--- src/rtl/kwdt_pkg.sv ---
package kwdt_pkg;

    localparam logic [15:0] KEY_FEED    = 16'hFEED;
    localparam logic [15:0] KEY_ARM     = 16'h2BAD;
    localparam logic [15:0] KEY_STOP    = 16'hCAFE;
    localparam logic [15:0] KEY_RESUME  = 16'hACED;
    localparam logic [15:0] KEY_CLEAR   = 16'hE8B4;
    localparam logic [15:0] CODE_STOPPED = 16'hDABE;
    localparam logic [15:0] CODE_EXPIRED = 16'hCFE8;

    typedef enum logic [3:0] {
        SEL_FEED, SEL_LIMIT, SEL_ARM, SEL_STOP, SEL_STATUS, SEL_COUNT,
        SEL_DEBUG, SEL_RESUME, SEL_EVENT, SEL_MASK, SEL_FORCE, SEL_NONE
    } reg_sel_t;

    typedef struct packed {
        logic feed;
        logic resume;
        logic stop;
        logic clr_status;
        logic set_evt;
        logic clr_evt;
    } ctl_t;

    function automatic reg_sel_t sel_of(input int unsigned word, input logic aligned);
        reg_sel_t s;
        if (!aligned) s = SEL_NONE;
        else begin
            case (word)
                0:  s = SEL_FEED;
                1:  s = SEL_LIMIT;
                2:  s = SEL_ARM;
                3:  s = SEL_STOP;
                4:  s = SEL_STATUS;
                5:  s = SEL_COUNT;
                6:  s = SEL_DEBUG;
                7:  s = SEL_RESUME;
                8:  s = SEL_EVENT;
                9:  s = SEL_MASK;
                10: s = SEL_FORCE;
                default: s = SEL_NONE;
            endcase
        end
        return s;
    endfunction

endpackage

--- src/rtl/kwdt_regfile.sv ---
module kwdt_regfile
    import kwdt_pkg::*;
#(
    parameter int ADDR_W      = 6,
    parameter int CNT_W       = 15,
    parameter int DEF_TIMEOUT = 6000
) (
    input  logic              clk,
    input  logic              rst,
    input  logic              bus_en,
    input  logic              bus_we,
    input  logic [ADDR_W-1:0] bus_addr,
    input  logic [15:0]       bus_wdata,
    input  logic [CNT_W-1:0]  count_q,
    input  logic              unstable,
    input  logic              enabled_q,
    input  logic              timed_out_q,
    input  logic              event_q,
    input  logic              dbg_active,
    output logic [15:0]       bus_rdata,
    output ctl_t              ctl,
    output logic [CNT_W-1:0]  limit_q,
    output logic              mask_q,
    output logic              keep_q,
    output logic              arm_q
);
    localparam int PAD_W = 16 - CNT_W;

    reg_sel_t sel;
    logic     wr;

    assign sel = sel_of(int'(bus_addr[ADDR_W-1:2]), bus_addr[1:0] == 2'b00);
    assign wr  = bus_en && bus_we;

    always_comb begin
        ctl            = '0;
        ctl.feed       = wr && sel == SEL_FEED   && bus_wdata == KEY_FEED;
        ctl.resume     = wr && sel == SEL_RESUME && bus_wdata == KEY_RESUME;
        ctl.stop       = wr && sel == SEL_STOP   && bus_wdata == KEY_STOP && arm_q;
        ctl.clr_status = wr && sel == SEL_STATUS && bus_wdata == KEY_CLEAR;
        ctl.set_evt    = wr && sel == SEL_FORCE  && bus_wdata[0];
        ctl.clr_evt    = wr && sel == SEL_EVENT  && bus_wdata[0];
    end

    always_ff @(posedge clk) begin
        if (rst) begin
            limit_q <= CNT_W'(DEF_TIMEOUT);
            mask_q  <= 1'b0;
            keep_q  <= 1'b0;
            arm_q   <= 1'b0;
        end else if (wr) begin
            case (sel)
                SEL_LIMIT: limit_q <= bus_wdata[CNT_W-1:0];
                SEL_MASK:  mask_q  <= bus_wdata[0];
                SEL_DEBUG: keep_q  <= bus_wdata[0];
                SEL_ARM:   arm_q   <= (bus_wdata == KEY_ARM);
                SEL_STOP:  arm_q   <= 1'b0;
                default: ;
            endcase
        end
    end

    always_comb begin
        bus_rdata = '0;
        if (bus_en && !bus_we) begin
            case (sel)
                SEL_LIMIT:  bus_rdata = {{PAD_W{1'b0}}, limit_q};
                SEL_STOP:   bus_rdata = enabled_q ? 16'h0000 : CODE_STOPPED;
                SEL_STATUS: bus_rdata = timed_out_q ? CODE_EXPIRED : 16'h0000;
                SEL_COUNT:  bus_rdata = {unstable, {(PAD_W-1){1'b0}}, count_q};
                SEL_DEBUG:  bus_rdata = {14'd0, dbg_active, keep_q};
                SEL_EVENT:  bus_rdata = {15'd0, event_q};
                SEL_MASK:   bus_rdata = {15'd0, mask_q};
                default:    bus_rdata = '0;
            endcase
        end
    end
endmodule

--- src/rtl/kwdt_core.sv ---
module kwdt_core
    import kwdt_pkg::*;
#(
    parameter int CNT_W       = 15,
    parameter int DEF_TIMEOUT = 6000,
    parameter int RST_CYCLES  = 64
) (
    input  logic             clk,
    input  logic             rst,
    input  logic             tick_en,
    input  logic             dbg_active,
    input  logic             keep_q,
    input  ctl_t             ctl,
    input  logic [CNT_W-1:0] limit_q,
    output logic [CNT_W-1:0] count_q,
    output logic             enabled_q,
    output logic             timed_out_q,
    output logic             unstable,
    output logic             warn,
    output logic             sys_rst_o
);
    localparam int RC_W = $clog2(RST_CYCLES + 1);

    logic            running;
    logic            step;
    logic            expire;
    logic [RC_W-1:0] rcnt_q;

    assign running  = enabled_q && (!dbg_active || keep_q);
    assign step     = tick_en && running;
    assign unstable = step;
    assign expire   = step && !ctl.feed && (count_q <= CNT_W'(1));
    assign warn     = step && !ctl.feed && (count_q == CNT_W'(2));

    always_ff @(posedge clk) begin
        if (rst) begin
            count_q     <= CNT_W'(DEF_TIMEOUT);
            enabled_q   <= 1'b0;
            timed_out_q <= 1'b0;
            rcnt_q      <= '0;
        end else begin
            if (ctl.feed || expire) count_q <= limit_q;
            else if (step)          count_q <= count_q - CNT_W'(1);

            if (ctl.stop)        enabled_q <= 1'b0;
            else if (ctl.resume) enabled_q <= 1'b1;

            if (expire)              timed_out_q <= 1'b1;
            else if (ctl.clr_status) timed_out_q <= 1'b0;

            if (expire)                rcnt_q <= RC_W'(RST_CYCLES);
            else if (rcnt_q != '0)     rcnt_q <= rcnt_q - RC_W'(1);
        end
    end

    assign sys_rst_o = (rcnt_q != '0);
endmodule

--- src/rtl/kwdt_irq.sv ---
module kwdt_irq
    import kwdt_pkg::*;
(
    input  logic clk,
    input  logic rst,
    input  logic warn,
    input  ctl_t ctl,
    input  logic mask_q,
    output logic event_q,
    output logic irq_o
);
    always_ff @(posedge clk) begin
        if (rst)                       event_q <= 1'b0;
        else if (warn || ctl.set_evt)  event_q <= 1'b1;
        else if (ctl.clr_evt)          event_q <= 1'b0;
    end

    assign irq_o = event_q && mask_q;
endmodule

--- src/rtl/keyed_watchdog.sv ---
module keyed_watchdog
    import kwdt_pkg::*;
#(
    parameter int ADDR_W      = 6,
    parameter int CNT_W       = 15,
    parameter int DEF_TIMEOUT = 6000,
    parameter int RST_CYCLES  = 64
) (
    input  logic              clk,
    input  logic              rst,
    input  logic              tick_en,
    input  logic              dbg_active,
    input  logic              bus_en,
    input  logic              bus_we,
    input  logic [ADDR_W-1:0] bus_addr,
    input  logic [15:0]       bus_wdata,
    output logic [15:0]       bus_rdata,
    output logic              irq_o,
    output logic              sys_rst_o
);
    ctl_t             ctl;
    logic [CNT_W-1:0] count_q;
    logic [CNT_W-1:0] limit_q;
    logic             unstable, enabled_q, timed_out_q, event_q;
    logic             mask_q, keep_q, arm_q, warn;

    kwdt_regfile #(.ADDR_W(ADDR_W), .CNT_W(CNT_W), .DEF_TIMEOUT(DEF_TIMEOUT)) u_regs (
        .clk(clk), .rst(rst), .bus_en(bus_en), .bus_we(bus_we),
        .bus_addr(bus_addr), .bus_wdata(bus_wdata), .count_q(count_q),
        .unstable(unstable), .enabled_q(enabled_q), .timed_out_q(timed_out_q),
        .event_q(event_q), .dbg_active(dbg_active), .bus_rdata(bus_rdata),
        .ctl(ctl), .limit_q(limit_q), .mask_q(mask_q), .keep_q(keep_q),
        .arm_q(arm_q)
    );

    kwdt_core #(.CNT_W(CNT_W), .DEF_TIMEOUT(DEF_TIMEOUT), .RST_CYCLES(RST_CYCLES)) u_core (
        .clk(clk), .rst(rst), .tick_en(tick_en), .dbg_active(dbg_active),
        .keep_q(keep_q), .ctl(ctl), .limit_q(limit_q), .count_q(count_q),
        .enabled_q(enabled_q), .timed_out_q(timed_out_q), .unstable(unstable),
        .warn(warn), .sys_rst_o(sys_rst_o)
    );

    kwdt_irq u_irq (
        .clk(clk), .rst(rst), .warn(warn), .ctl(ctl), .mask_q(mask_q),
        .event_q(event_q), .irq_o(irq_o)
    );
endmodule

--- config.mk ---
export PLATFORM = sky130hd
export DESIGN_NAME = keyed_watchdog
export DESIGN_NICKNAME = d
export VERILOG_FILES = /design/src/rtl/kwdt_pkg.sv /design/src/rtl/kwdt_regfile.sv /design/src/rtl/kwdt_core.sv /design/src/rtl/kwdt_irq.sv /design/src/rtl/keyed_watchdog.sv
export SDC_FILE = /design/constraint.sdc
export NUM_CORES = 1
export LEC_CHECK = 0
export ABC_AREA = 1
export BUFFER_PORTS_ARGS = -buffer_cell sky130_fd_sc_hd__buf_2
export CAP_MARGIN = 25
export CORE_MARGIN = 2
export CORE_UTILIZATION = 45
export DETAILED_ROUTE_END_ITERATION = 16
export GPL_TIMING_DRIVEN = 0
export PLACE_DENSITY = 0.63
export SYNTH_ARGS = -nofsm -noshare
export SYNTH_HDL_FRONTEND = slang
export SYNTH_SLANG_ARGS = --single-unit
--- constraint.sdc ---
create_clock -name clk -period 2.1 [get_ports clk]
set_input_delay 0.315 -clock clk [delete_from_list [all_inputs] [get_ports clk]]
set_output_delay 0.315 -clock clk [all_outputs]
set_load 0.02 [all_outputs]
* Yosys cells after proc, flatten, opt, wreduce, memory -nomap -nowiden
Memory sizes are Yosys's and may differ from the RTL's.
Cells that the tools add are included.
** Cells by class
- $add $sub $neg :: 2
- $lt $le $gt $ge :: 1
- Equal/unequal tests :: 16
- Mux-type cells :: 14
- Reductions and logical operators :: 41
** Operators with widths (number)
- case mux 16 bit (7 select lines) :: 1
- == test 16 bit (second input constant) :: 4
- two-way mux 16 bit :: 3
- two-way mux 15 bit :: 2
- logical AND 1 bit :: 21
- == test 16 x 14 -> 1 bit (second input constant) :: 1
- == test 4 x 3 -> 1 bit (second input constant) :: 4
- == test 15 x 2 -> 1 bit (second input constant) :: 1
- <= comparator 15 x 1 -> 1 bit (second input constant) :: 1
- subtractor 15 x 1 -> 15 bit (second input constant) :: 1
- two-way mux 7 bit :: 2
- == test 4 bit (second input constant) :: 3
- nonzero test 2 bit :: 5
- == test 4 x 2 -> 1 bit (second input constant) :: 2
- AND reduction 2 bit :: 4
- nonzero test 7 bit :: 1
- subtractor 7 x 1 -> 7 bit (second input constant) :: 1
- == test 4 x 1 -> 1 bit (second input constant) :: 1
- logical NOT 4 bit :: 1
- two-way mux 1 bit :: 4
- two-way mux 4 bit :: 1
- OR reduction 2 bit :: 2
- logical NOT 1 bit :: 3
- logical OR 1 bit :: 3
- 2 further kinds :: 2
** Storage, ports and cells
- Register bits :: 43
- Bits in read-only memories :: 64
- Bits of input ports :: 28
- Output and inout bits :: 18
- Word-level logic and storage cells :: 85
- Memories :: 1
** Memory list
- (no name shown) :: depth 16, bits a word 4, read ports 1, clocked after memory_dff 0, write ports 0, line kwdt_pkg.sv:29 : case (word)

* Longest topological paths before layout
- Depth in word-level cells :: 10
- Mapped depth :: 12
- Mapped depth without buffers :: 11

* Hierarchy
From an unflattened synthesis, not the netlist that was laid out.
** Unflattened totals
- Cell total of the unflattened synthesis :: 547
- Area, all modules :: 3229.3 um^2
** Modules (own cells, without submodules)
- kwdt_core :: times used 1, cells an instance 274, area an instance 1686.6 um^2, sequential area each 480.5 um^2
- kwdt_regfile :: times used 1, cells an instance 266, area an instance 1498.9 um^2, sequential area each 360.3 um^2
- kwdt_irq :: times used 1, cells an instance 7, area an instance 43.8 um^2, sequential area each 20.0 um^2

* Worst setup path after synthesis
OpenSTA, ideal clock, no wires.
- Kind :: input-to-output
- Start point :: in bus_addr[4]
- End point :: out bus_rdata[3]
- Arrival :: 1506 ps
- Data required time :: 1785 ps
- Path slack :: 279 ps
- Cell stages on the path :: 10
- Buffers on the path :: 0
- Cell sequence :: inv_1 o21ai_2 inv_2 nand2_2 inv_1 nor2_1 nand3_1 nand2_2 a21oi_1 a21oi_1
** On the way
- Longest elaborated chain between the ends :: 5
- Elaborated cells between the ends (all ways) :: 11
- Those cells by class :: eq/ne: 7; mux: 3; memory: 1
** Ends and longest elaborated chain
- from (decl) :: line keyed_watchdog.sv:15 : input logic [ADDR_W-1:0] bus_addr,
- memory (16 x 4 bit) *
- two-way mux 4 bit * :: line kwdt_pkg.sv:27 : if (!aligned) s = SEL_NONE;
- == test 4 bit (tied with other cells) :: line kwdt_regfile.sv:66 : case (sel)
- case mux 16 bit (7 select lines) * :: line kwdt_regfile.sv:66
- two-way mux 16 bit * :: line kwdt_regfile.sv:65 : if (bus_en && !bus_we) begin
- to (decl) :: line keyed_watchdog.sv:17 : output logic [15:0] bus_rdata,
Mark *: on every way between the ends. The rest lies on a longest branch, timed or not.

* Worst setup path in the final report
- Start point :: in bus_addr[0]
- End point :: out bus_rdata[2]
** On the way
- Longest elaborated chain between the ends :: 5
- Elaborated cells between the ends (all ways) :: 11
- Those cells by class :: eq/ne: 7; mux: 3; reduce/logical: 1
** Ends and longest elaborated chain
- logical NOT 2 bit * :: line kwdt_regfile.sv:32 : assign sel = sel_of(int'(bus_addr[ADDR_W-1:2]), bus_addr[1:0] == 2'b00);
- two-way mux 4 bit * :: line kwdt_pkg.sv:27
- == test 4 bit (tied with other cells) :: line kwdt_regfile.sv:66
- case mux 16 bit (7 select lines) * :: line kwdt_regfile.sv:66
- two-way mux 16 bit * :: line kwdt_regfile.sv:65
Marked as above.

==> results.py <==
metrics = {
    "final_layout": {
        "fin_area_sq_mm": 0.00358,
        "multi_input_area_sq_mm": 0.00190,
        "nets": 554,
        "ff_latch_area_sq_um": 861,
        "final_layout_size_suffix_gt1_share_pct": 23.2,
        "synthToLayoutAreaGrowth_pct": 16.7,
        "n_antenna_cell": 0,
        "final_common_cell": "nand2_1",
        "layout.cells.most_common_list": "nand2_1 (103), inv_1 (63), nor2_1 (48)",
        "nFillCells": 703,
    },
    "route": {
        "routed_wl_um": 8730,
        "drt_iter0_markers": 194,
        "vias": 3172,
        "wire_per_inst_um": 14.5,
        "vias_per_cell": 5.27,
        "dr.pass1.iters": 5,
        "ant_nets": 0,
        "drc": 0,
    },
    "timing": {
        "period_needed_ns": 2.04,
        "max_freq_mhz": 490,
        "finalSetupViolations": 0,
        "fin_ws_ns": 0.0591,
        "worstMarginPinSlew_ns": 0.545,
        "drv_slew": 0,
        "hold_slack_ns": 0.254,
        "period_share_pct": 97.2,
        "rsz0062_at_grt": "true",
        "fin_skew_ns": 0.00926,
        "worst_slew_margin_rel_pct": 63.7,
        "hold_viol": 0,
    },
    "worst_setup_path": {
        "max_stage_delay_ns": 0.18,
        "crit_path_cell_trace": "buf_2, nor2_4, o21ai_2, inv_2, nand2_2, nor2_4, nand2_2, inv_4, nand2_1, o211ai_1, nand2_1, inv_1, buf_2",
        "worstPathMaxFanout": 9,
        "reg2reg_depth": 9,
        "cp_slowest_cell": "nand2_2",
        "regToRegEndpoint": "u_core.count_q[10]",
        "reg2reg_from": "u_core.count_q[0]",
        "worstSetupStartpointType": "primary input",
        "crit_buf_inv": 5,
        "cp_top_family": "simple AND/OR/NAND/NOR gates",
        "ff2ff_setup_slack_ns": 0.35,
        "required_ns": 1.78,
        "crit_arrival_ns": 1.73,
        "crit_type": "in2out",
        "end_kind": "output pin",
    },
    "worst_hold_path": {
        "hold_class": "in2reg",
        "min_to": "u_regs.limit_q[4]",
        "worstHoldStart": "bus_wdata[4]",
        "hold_path_depth": 3,
    },
    "synthesis": {
        "syn_inst": 467,
        "async_flop_share_pct": 0,
        "ys_warn_count": 0,
        "syn-num-nets": 500,
        "synth_edf_count": 0,
        "ys_seq_area_share_pct": 28.0,
        "synthFlopType": "dfxtp_1",
        "syn_area_sq_mm": 0.00307,
        "ys_ff_latch": 43,
        "syn_area_per_cell_sq_um": 6.58,
        "synth.distinct_cells": 45,
    },
    "global_routing": {
        "track_usage_pct": 24.2,
        "grt_max_degree": 15,
        "grt_overflow_total": 0,
        "antenna_found_initial": 0,
        "grt_pass1_wl_um": 14300,
        "grt_pass1_vias": 2948,
    },
    "floorplanning": {
        "dieWidth_um": 86.6,
        "fp.dieH_um": 86.6,
        "dieArea_sq_mm": 0.00750,
        "row_count": 30,
        "ioPinCount": 46,
        "core_sq_mm": 0.00668,
        "start_util_pct": 46.0,
    },
    "place": {
        "gp_congestion": 0.954,
        "hpwlAfterDp_um": 6860,
        "placed_area_sq_mm": 0.00339,
        "port_buffers": 44,
        "place_ws_ns": -0.0971,
    },
    "status": {
        "status": "finished clean",
    },
    "clock_network": {
        "htree_levels": 2,
        "clock-sinks": 43,
        "cts_buffers": 5,
        "root_buffer": "clkbuf_8",
        "cts_buffer_depth": 2,
        "cts_tree": "done",
        "clock_latency_ns": 0.30,
        "clk_pin_slew_ns": 0.09,
    },
    "job": {
        "maxCapViolCount": 0,
    },
    "power_and_ir_drop": {
        "cellLeakagePower_nw": 1.74,
        "ir_drop_mv": 0.502,
        "power-per-cell-area_mw_per_mm2": 556,
    },
}
[kinds of logic after synthesis]
group / after synthesis / synth area share (%)
muxes: 1 / 0.326
buffers and inverters: 82 / 11.4
xor gates and xnor gates: 13 / 3.71
AOI/OAI and AO/OA: 86 / 16.9
adders and majority gates: 5 / 2.04
DFF: 43 / 28.0
and+or+nand+nor: 237 / 37.5
[report_power, final]
part | total [mW] | leakage [nW] | internal, mW | switching, mW
clock | 0.576 | 0.0474 | 0.269 | 0.307
sequential | 0.909 | 0.348 | 0.871 | 0.0384
combinational | 0.507 | 1.34 | 0.197 | 0.310
[cells in the mapped netlist (2+ instances only)]
library cell	count	share of area (%)
a21oi_1	32	5.2
a21oi_2	3	0.86
nand3_1	25	4.1
nand2_2	16	3.3
nor2_2	6	1.2
a31oi_1	2	0.41
o21ai_1	14	2.3
xor2_1	9	2.6
o211ai_1	11	2.7
nor3_1	8	1.3
nand3_2	3	0.98
nor2_1	51	6.2
o21ai_0	14	2.3
nor2_8	2	1.3
inv_2	5	0.61
nor2_4	7	2.6
clkbuf_1	3	0.37
nand4_1	7	1.4
nor4_1	3	0.61
o221ai_1	2	0.57
dfxtp_1	43	28
xnor2_1	4	1.1
buf_4	5	1.2
nand2_1	104	13
inv_1	64	7.8
ha_1	5	2.0
[per-layer routing]
layer / track usage (%) / wire (um)
met5: 0 / 0
met4: 5.97 / 115
met2: 40.8 / 4140
met3: 3.24 / 425
met1: 32.7 / 4060
[metrics by stage]
step	setup TNS [ns]	util, %	power [mW]	std cells
global route	-0.116	53.6	2.11	602
global placement	-0.117	50.8	1.42	591
detailed placement	-0.117	50.8	1.43	591
CTS	0	52.6	2.00	599
finish	0	53.6	1.99	602
floorplan	0	-	1.30	467
[worst max path at each step]
stage / from / cells past startpoint / slack, ns / to
after floorplan: bus_addr[4] / 10 / 0.28 / bus_rdata[3]
after global placement: bus_addr[1] / 11 / -0.1 / bus_rdata[3]
after detailed placement: bus_addr[1] / 11 / -0.1 / bus_rdata[3]
after CTS: bus_addr[4] / 12 / 0.007 / bus_rdata[3]
after global routing: bus_addr[0] / 13 / -0.06 / bus_rdata[2]
final: bus_addr[0] / 13 / 0.06 / bus_rdata[2]
[worst register-to-register path: stages, from the launching register on]
cell     delay [ns]
dfxtp_1        0.36
inv_1          0.16
ha_1           0.27
nand2_1        0.12
nor2_1         0.27
nand2_1        0.11
xor2_1         0.15
a21oi_1        0.15
o21ai_1        0.08
nand2_1        0.05
[sequential cells by signal (all words and copies together) (netlist names)]
signal and flops:
u_core.rcnt_q 7, u_regs.arm_q 1, u_irq.event_q 1, u_regs.keep_q 1, u_core.count_q 15, u_regs.mask_q 1, u_core.timed_out_q 1, u_core.enabled_q 1
u_regs.limit_q 15
[what timing repair did]
action,in CTS,in global routing
endpoints found under the setup margin,6,13
gates cloned,0,0
pin swaps,1,7
resized for setup,6,15
setup buffers,0,3
hold buffers,0,0
[layout make-up]
class / instances / area share [%]
plain buffers: 11 / 2.44
inverters: 71 / 7.72
clock inverters: 2 / 0.454
multi-input cells: 342 / 53.0
clock buffers: 6 / 2.30
flip-flops and latches: 43 / 24.0
repair buffers: 47 / 7.23
well taps: 80 / 2.79
No activity file was read; power rests on OpenSTA's default activity.
